## config.mk

```make
export PLATFORM = sky130hd
export DESIGN_NAME = spi_byte_port
export DESIGN_NICKNAME = d
export VERILOG_FILES = /design/src/rtl/spi_port_pkg.sv /design/src/rtl/spi_rate_div.sv /design/src/rtl/spi_in_sync.sv /design/src/rtl/spi_byte_port.sv
export SDC_FILE = /design/constraint.sdc
export NUM_CORES = 1
export LEC_CHECK = 0
export ABC_CLOCK_PERIOD_IN_PS = 4400
export BUFFER_PORTS_ARGS = -buffer_cell sky130_fd_sc_hd__buf_2
export CAP_MARGIN = 40
export CORE_ASPECT_RATIO = 0.8
export CORE_MARGIN = 4
export CORE_UTILIZATION = 25
export DETAILED_ROUTE_END_ITERATION = 8
export GPL_TIMING_DRIVEN = 0
export PLACE_DENSITY = 0.47
export SLEW_MARGIN = 40
export SYNTH_ARGS = -nofsm -noshare
export SYNTH_HDL_FRONTEND = slang
export SYNTH_SLANG_ARGS = --single-unit
```

## constraint.sdc

```tcl
create_clock -name clk -period 4.4 [get_ports clk]
set_input_delay 0.88 -clock clk [delete_from_list [all_inputs] [get_ports clk]]
set_output_delay 0.88 -clock clk [all_outputs]
set_load 0.05 [all_outputs]
```

## src/rtl/spi_port_pkg.sv

```systemverilog
package spi_port_pkg;

    typedef enum logic [1:0] {
        ST_IDLE    = 2'd0,
        ST_MSHIFT  = 2'd1,
        ST_SACTIVE = 2'd2,
        ST_SWAIT   = 2'd3
    } xfer_state_e;

endpackage

```

## src/rtl/spi_rate_div.sv

```systemverilog
module spi_rate_div #(
    parameter int RATE_W = 2
) (
    input  logic              clk,
    input  logic              rst_n,
    input  logic              run,
    input  logic [RATE_W-1:0] rate,
    output logic              tick
);
    localparam int CW = (1 << RATE_W) - 1;

    logic [CW-1:0] cnt_q;
    logic [CW-1:0] lim;

    assign lim  = CW'((1 << rate) - 1);
    assign tick = run && (cnt_q == lim);

    always_ff @(posedge clk or negedge rst_n) begin
        if (!rst_n) begin
            cnt_q <= '0;
        end else if (!run || cnt_q == lim) begin
            cnt_q <= '0;
        end else begin
            cnt_q <= cnt_q + 1'b1;
        end
    end
endmodule

```

## src/rtl/spi_in_sync.sv

```systemverilog
module spi_in_sync #(
    parameter int           W       = 3,
    parameter int           STAGES  = 2,
    parameter logic [W-1:0] RST_VAL = '0
) (
    input  logic         clk,
    input  logic         rst_n,
    input  logic [W-1:0] d,
    output logic [W-1:0] q
);
    logic [W-1:0] chain [STAGES];

    for (genvar g = 0; g < STAGES; g++) begin : g_stage
        always_ff @(posedge clk or negedge rst_n) begin
            if (!rst_n) begin
                chain[g] <= RST_VAL;
            end else if (g == 0) begin
                chain[g] <= d;
            end else begin
                chain[g] <= chain[(g == 0) ? 0 : g-1];
            end
        end
    end

    assign q = chain[STAGES-1];
endmodule

```

## src/rtl/spi_byte_port.sv

```systemverilog
module spi_byte_port
    import spi_port_pkg::*;
#(
    parameter int          ADDR_W      = 8,
    parameter int          DATA_W      = 8,
    parameter int          RATE_W      = 2,
    parameter int          SYNC_STAGES = 2,
    parameter int unsigned DATA_ADDR   = 32'hF7,
    parameter int unsigned STAT_ADDR   = 32'hF6
) (
    input  logic              clk,
    input  logic              rst_n,
    input  logic              bus_wr,
    input  logic [ADDR_W-1:0] bus_addr,
    input  logic [DATA_W-1:0] bus_wdata,
    output logic [DATA_W-1:0] bus_rdata,
    input  logic              cfg_master,
    input  logic              cfg_cpol,
    input  logic              cfg_cpha,
    input  logic [RATE_W-1:0] cfg_rate,
    input  logic              cfg_irq_en,
    output logic              sclk_o,
    input  logic              sclk_i,
    input  logic              ss_n_i,
    output logic              mosi_o,
    input  logic              mosi_i,
    output logic              miso_o,
    input  logic              miso_i,
    output logic              irq
);
    localparam int EDGES = 2 * DATA_W;
    localparam int CNT_W = $clog2(EDGES);

    xfer_state_e       state_q, state_d;
    logic [CNT_W-1:0]  cnt_q;
    logic [DATA_W-1:0] tx_q, rx_q, data_q, rx_next, captured;
    logic              tog_q, flag_q, sclk_d;
    logic              sclk_s, ss_s, mosi_s;
    logic              tick, wr_data, wr_stat, load, start_m;
    logic              s_chg, s_lead, s_trail, m_lead, m_trail;
    logic              samp, shft, in_bit;
    logic              m_done, s_done1, s_done0, done, busy;

    // Slave pins into the system clock domain; select resets high.
    spi_in_sync #(.W(3), .STAGES(SYNC_STAGES), .RST_VAL(3'b010)) i_sync (
        .clk  (clk),
        .rst_n(rst_n),
        .d    ({sclk_i, ss_n_i, mosi_i}),
        .q    ({sclk_s, ss_s, mosi_s})
    );

    spi_rate_div #(.RATE_W(RATE_W)) i_div (
        .clk  (clk),
        .rst_n(rst_n),
        .run  (state_q == ST_MSHIFT),
        .rate (cfg_rate),
        .tick (tick)
    );

    assign wr_data = bus_wr && (bus_addr == ADDR_W'(DATA_ADDR));
    assign wr_stat = bus_wr && (bus_addr == ADDR_W'(STAT_ADDR));
    assign load    = wr_data && (state_q == ST_IDLE);
    assign start_m = load && cfg_master;

    // Leading edge leaves the idle level, trailing edge returns to it.
    assign s_chg   = sclk_s != sclk_d;
    assign s_lead  = s_chg && (sclk_d == cfg_cpol);
    assign s_trail = s_chg && (sclk_d != cfg_cpol);
    assign m_lead  = tick && !cnt_q[0];
    assign m_trail = tick && cnt_q[0];

    always_comb begin
        samp   = 1'b0;
        shft   = 1'b0;
        in_bit = miso_i;
        unique case (state_q)
            ST_MSHIFT: begin
                samp = cfg_cpha ? m_trail : m_lead;
                shft = cfg_cpha ? (m_lead && cnt_q != '0) : m_trail;
            end
            ST_SACTIVE: begin
                in_bit = mosi_s;
                samp   = (cnt_q < CNT_W'(DATA_W)) && (cfg_cpha ? s_trail : s_lead);
                shft   = cfg_cpha ? (s_lead && cnt_q != '0) : s_trail;
            end
            default: ;
        endcase
    end

    assign rx_next  = {rx_q[DATA_W-2:0], in_bit};
    assign captured = samp ? rx_next : rx_q;
    assign m_done   = (state_q == ST_MSHIFT) && tick && (cnt_q == CNT_W'(EDGES-1));
    assign s_done1  = (state_q == ST_SACTIVE) && cfg_cpha && samp
                      && (cnt_q == CNT_W'(DATA_W-1));
    assign s_done0  = (state_q == ST_SACTIVE) && !cfg_cpha && ss_s
                      && (cnt_q == CNT_W'(DATA_W));
    assign done     = m_done || s_done1 || s_done0;

    // Next-state logic
    always_comb begin
        state_d = state_q;
        unique case (state_q)
            ST_IDLE: begin
                if (start_m)                  state_d = ST_MSHIFT;
                else if (!cfg_master && !ss_s) state_d = ST_SACTIVE;
            end
            ST_MSHIFT:  if (m_done)  state_d = ST_IDLE;
            ST_SACTIVE: begin
                if (s_done1)   state_d = ST_SWAIT;
                else if (ss_s) state_d = ST_IDLE;
            end
            ST_SWAIT:   if (ss_s)    state_d = ST_IDLE;
            default:    state_d = ST_IDLE;
        endcase
    end

    // State register
    always_ff @(posedge clk or negedge rst_n) begin
        if (!rst_n) state_q <= ST_IDLE;
        else        state_q <= state_d;
    end

    // Datapath registers
    always_ff @(posedge clk or negedge rst_n) begin
        if (!rst_n) begin
            cnt_q  <= '0;
            tx_q   <= '0;
            rx_q   <= '0;
            data_q <= '0;
            tog_q  <= 1'b0;
            flag_q <= 1'b0;
            sclk_d <= 1'b0;
        end else begin
            sclk_d <= sclk_s;
            if (state_q == ST_IDLE)                 cnt_q <= '0;
            else if (state_q == ST_MSHIFT && tick)  cnt_q <= cnt_q + 1'b1;
            else if (state_q == ST_SACTIVE && samp) cnt_q <= cnt_q + 1'b1;

            if (state_q == ST_MSHIFT && tick) tog_q <= !tog_q;

            if (load)      tx_q <= bus_wdata;
            else if (shft) tx_q <= {tx_q[DATA_W-2:0], 1'b0};

            if (samp) rx_q <= rx_next;

            if (load)      data_q <= bus_wdata;
            else if (done) data_q <= captured;

            if (done)                           flag_q <= 1'b1;
            else if (wr_stat && !bus_wdata[0]) flag_q <= 1'b0;
        end
    end

    // Outputs
    always_comb begin
        busy   = state_q != ST_IDLE;
        sclk_o = cfg_cpol ^ tog_q;
        mosi_o = tx_q[DATA_W-1];
        miso_o = tx_q[DATA_W-1];
        irq    = flag_q && cfg_irq_en;
        if (bus_addr == ADDR_W'(DATA_ADDR))      bus_rdata = data_q;
        else if (bus_addr == ADDR_W'(STAT_ADDR)) bus_rdata = {{(DATA_W-2){1'b0}}, busy, flag_q};
        else                                     bus_rdata = '0;
    end
endmodule

```

==> metrics.txt <==
die width 114 um; worst slew pin tran 0.571 ns; Internal 762 uW; largest family of logic cells by synthesized area simple AND/OR/NAND/NOR gates; Setup crit end kind primary output; number of remaining DRC errors 0; Critical R2R Capture data_q[7]$_DFFE_PN0P_; Critical R2R Launch state_q[1]$_DFFE_PN0P_; CTS Hold Bufs 0; Gate power share 21.6%; Tightest Hold Check Type flip-flop to flip-flop; row count 30; WL final 5.03 mm; Post-Synthesis Cells 213; max_cap viols 0; Post-synth ARST share 100%; CTS buffer count 5; Sw Ratio 29.0%; via count 1666; Post-Syn Nets 249; TNS Setup 0 ns; Max VDD drop 0.169 mV; XOR/XNOR Fraction of Synth Area 3.49%; fin. max-slew vios 0; top post-synthesis cells by count dfrtp_1 (40), nor2_1 (22), mux2i_1 (17); global-route wire length before repair 8.51 mm; clk buf depth 2; DRT antenna net count 0; CTS sink cnt 42; Sequential Power Share 43.9%; largest net degree at the start of global routing 43; RSZ-0062 raised after global routing false; Clock Latency Late Sink 0.28 ns; number of flops mapped to enable cells by yosys 0; Synth cell types 54; clock network power share 34.5%; prevailing post-synth register cell dfrtp_1; CP max FO 10; # diodes 0; proportion of layout cells with a drive suffix above 1 27.3%; Worst EP required 3.52 ns; synth top area cells dfrtp_1 (44%), mux2i_1 (7.5%), a211oi_2 (3.9%); status completed; DRT iter0 DRCs 70; Worst Path Arrival 2.17 ns; initial antenna violation count 0; DP Wirelength 3.82 mm; global placer's final weighted congestion 0.798; CTS tree done; flop2flop setup slack 1.94 ns; crit path from bus_addr[3]; Switch Pwr 312 uW; number of global-route vias before repair 1683; critical path class input port to primary output; layout overhead on the synthesized area 21.7%; Setup crit end bus_rdata[1]; top-count cell post-synth dfrtp_1; post-route cell area 2750 um2; Final Cycle Share 69.2%; Vias/cell 4.48; Yosys top cell area share 44.3%; H-tree Lvls 2; final setup violation count 0; max_slew headroom 62.0%; die area 10600 um2; post-synthesis mux area share 8.70%; register bit total from synthesis 42; postcts setup bufs 0; Clock Skews 0.00534 ns; Yosys top cell by area dfrtp_1; Top Ports 41; Leak Pwr 1.38 nW; clk slew on worst S/H paths 0.06 ns; WL per Instance 13.5 um; clk root buf clkbuf_16; Area after DPL 2590 um2; Synth Area in Adders 3.88%; synthesized area 2260 um2; Period minus WS final 3.05 ns; Reg2Reg Depth 10; Die H 93.0 um; Final Hold Fails 0; cells resized by post-CTS repair 0; post-synthesis sequential area ratio 46.7%; # fillers 896; Max Clock Freq 328 MHz; PD cells 391 nW/um2; compound-cell area share of the yosys netlist 15.6%; GRT Util Overall 10.0%; initial cell density of the core 26.1%; critical path startpoint category input port; warning count from the yosys run 0; port buffer count 39; Final nets 295; Congestion Overflow GR 0; fraction of the mapped netlist area in simple logic gates 16.7%; 1st-pass router iterations 4; syn avg cell area 10.6 um2; Core Footprint 8630 um2
## worst max-delay path, cell delays in order
cell and delay (ns):
buf_2 0.10, nand4b_1 0.19, nor2_1 0.15, clkbuf_1 0.33, nand2_1 0.13, o21ai_0 0.09, buf_2 0.29
## kinds of logic (layout without fill, tap and decap cells)
group / count (synthesis) / after routing
AOI/OAI and AO/OA: 42 / 42
xor gates and xnor gates: 9 / 9
adders and majority gates: 7 / 7
buffers and inverters: 24 / 71
DFF: 42 / 42
muxes: 19 / 19
and+or+nand+nor: 70 / 70
## per-layer routing
metal / track usage (%) / share of wire (%) / vias to the layer above
li1: - / - / 837
met1: 15.4 / 54 / 791
met2: 14.0 / 40 / 32
met3: 2.07 / 4.4 / 6
met4: 2.97 / 1.3 / 0
met5: 0 / 0 / -
## how the worst min path moves through the flow
stage                     cells after the start  slack [ns]                 startpoint               endpoint
after global routing                          0        0.35  i_sync.chain[5]$_DFF_PN0_  i_sync.q[2]$_DFF_PN0_
after floorplan                               0        0.33  i_sync.chain[3]$_DFF_PN0_  i_sync.q[0]$_DFF_PN0_
after global placement                        0        0.33  i_sync.chain[5]$_DFF_PN0_  i_sync.q[2]$_DFF_PN0_
final                                         0        0.35  i_sync.chain[5]$_DFF_PN0_  i_sync.q[2]$_DFF_PN0_
after detailed placement                      0        0.34  i_sync.chain[5]$_DFF_PN0_  i_sync.q[2]$_DFF_PN0_
after CTS                                     0        0.35  i_sync.chain[5]$_DFF_PN0_  i_sync.q[2]$_DFF_PN0_
## layout make-up
type	count	area, um2	area share, %
Multi-Input combinational cell	147	1090	39.8
Sequential cell	42	1050	38.4
Timing Repair Buffer	39	198	7.20
Tap cell	112	140	5.10
Clock buffer	6	139	5.06
Buffer	10	58.8	2.14
Inverter	14	52.6	1.91
Clock inverter	2	12.5	0.456
## cells in the final DEF (no fill, tap or decap), types with 2 or more instances in the layout
cell | netlist | routed
clkbuf_16 | 0 | 5
and2_1 | 8 | 8
dfstp_2 | 2 | 2
nand4b_1 | 2 | 2
nand4_1 | 2 | 2
nand2_1 | 11 | 11
nor4bb_1 | 2 | 2
o211ai_1 | 2 | 2
buf_6 | 2 | 2
inv_1 | 14 | 14
a211oi_2 | 7 | 7
xor2_1 | 4 | 4
a21oi_1 | 7 | 7
and3_1 | 2 | 2
dfrtp_1 | 40 | 40
ha_1 | 7 | 7
o21ai_0 | 8 | 8
xnor2_1 | 5 | 5
buf_2 | 2 | 40
mux2i_1 | 17 | 17
buf_4 | 1 | 2
nor3_1 | 7 | 7
nor2_1 | 22 | 22
nand3_1 | 2 | 2
o21bai_1 | 3 | 3
nor3b_1 | 2 | 2
clkbuf_1 | 4 | 4
## power by group through the flow
stage / registers, mW / logic, mW / clock network [mW]
global placement: 0.478 / 0.234 / 0
detailed placement: 0.478 / 0.237 / 0
global route: 0.479 / 0.259 / 0.401
floorplan: 0.481 / 0.163 / 0
finish: 0.472 / 0.232 / 0.370
CTS: 0.471 / 0.238 / 0.381
## registers in the layout (all words and copies together), names as in the netlist, 2 cells and up
name,count
data_q,8
rx_q,8
tx_q,8
cnt_q,4
i_div.cnt_q,3
i_sync.chain,3
i_sync.q,3
state_q,2
## metrics by stage
stage | cells | total power, mW | hold slack [ns] | setup WS, ns | utilization [%]
floorplan | 213 | 0.644 | 0.331 | 1.04 | -
global placement | 364 | 0.712 | 0.334 | 1.38 | 30.0
detailed placement | 364 | 0.714 | 0.337 | 1.34 | 30.1
CTS | 372 | 1.09 | 0.350 | 1.33 | 31.8
global route | 372 | 1.14 | 0.355 | 1.14 | 31.8
finish | 372 | 1.07 | 0.348 | 1.35 | 31.8
Power figures use the tool's default switching activity.
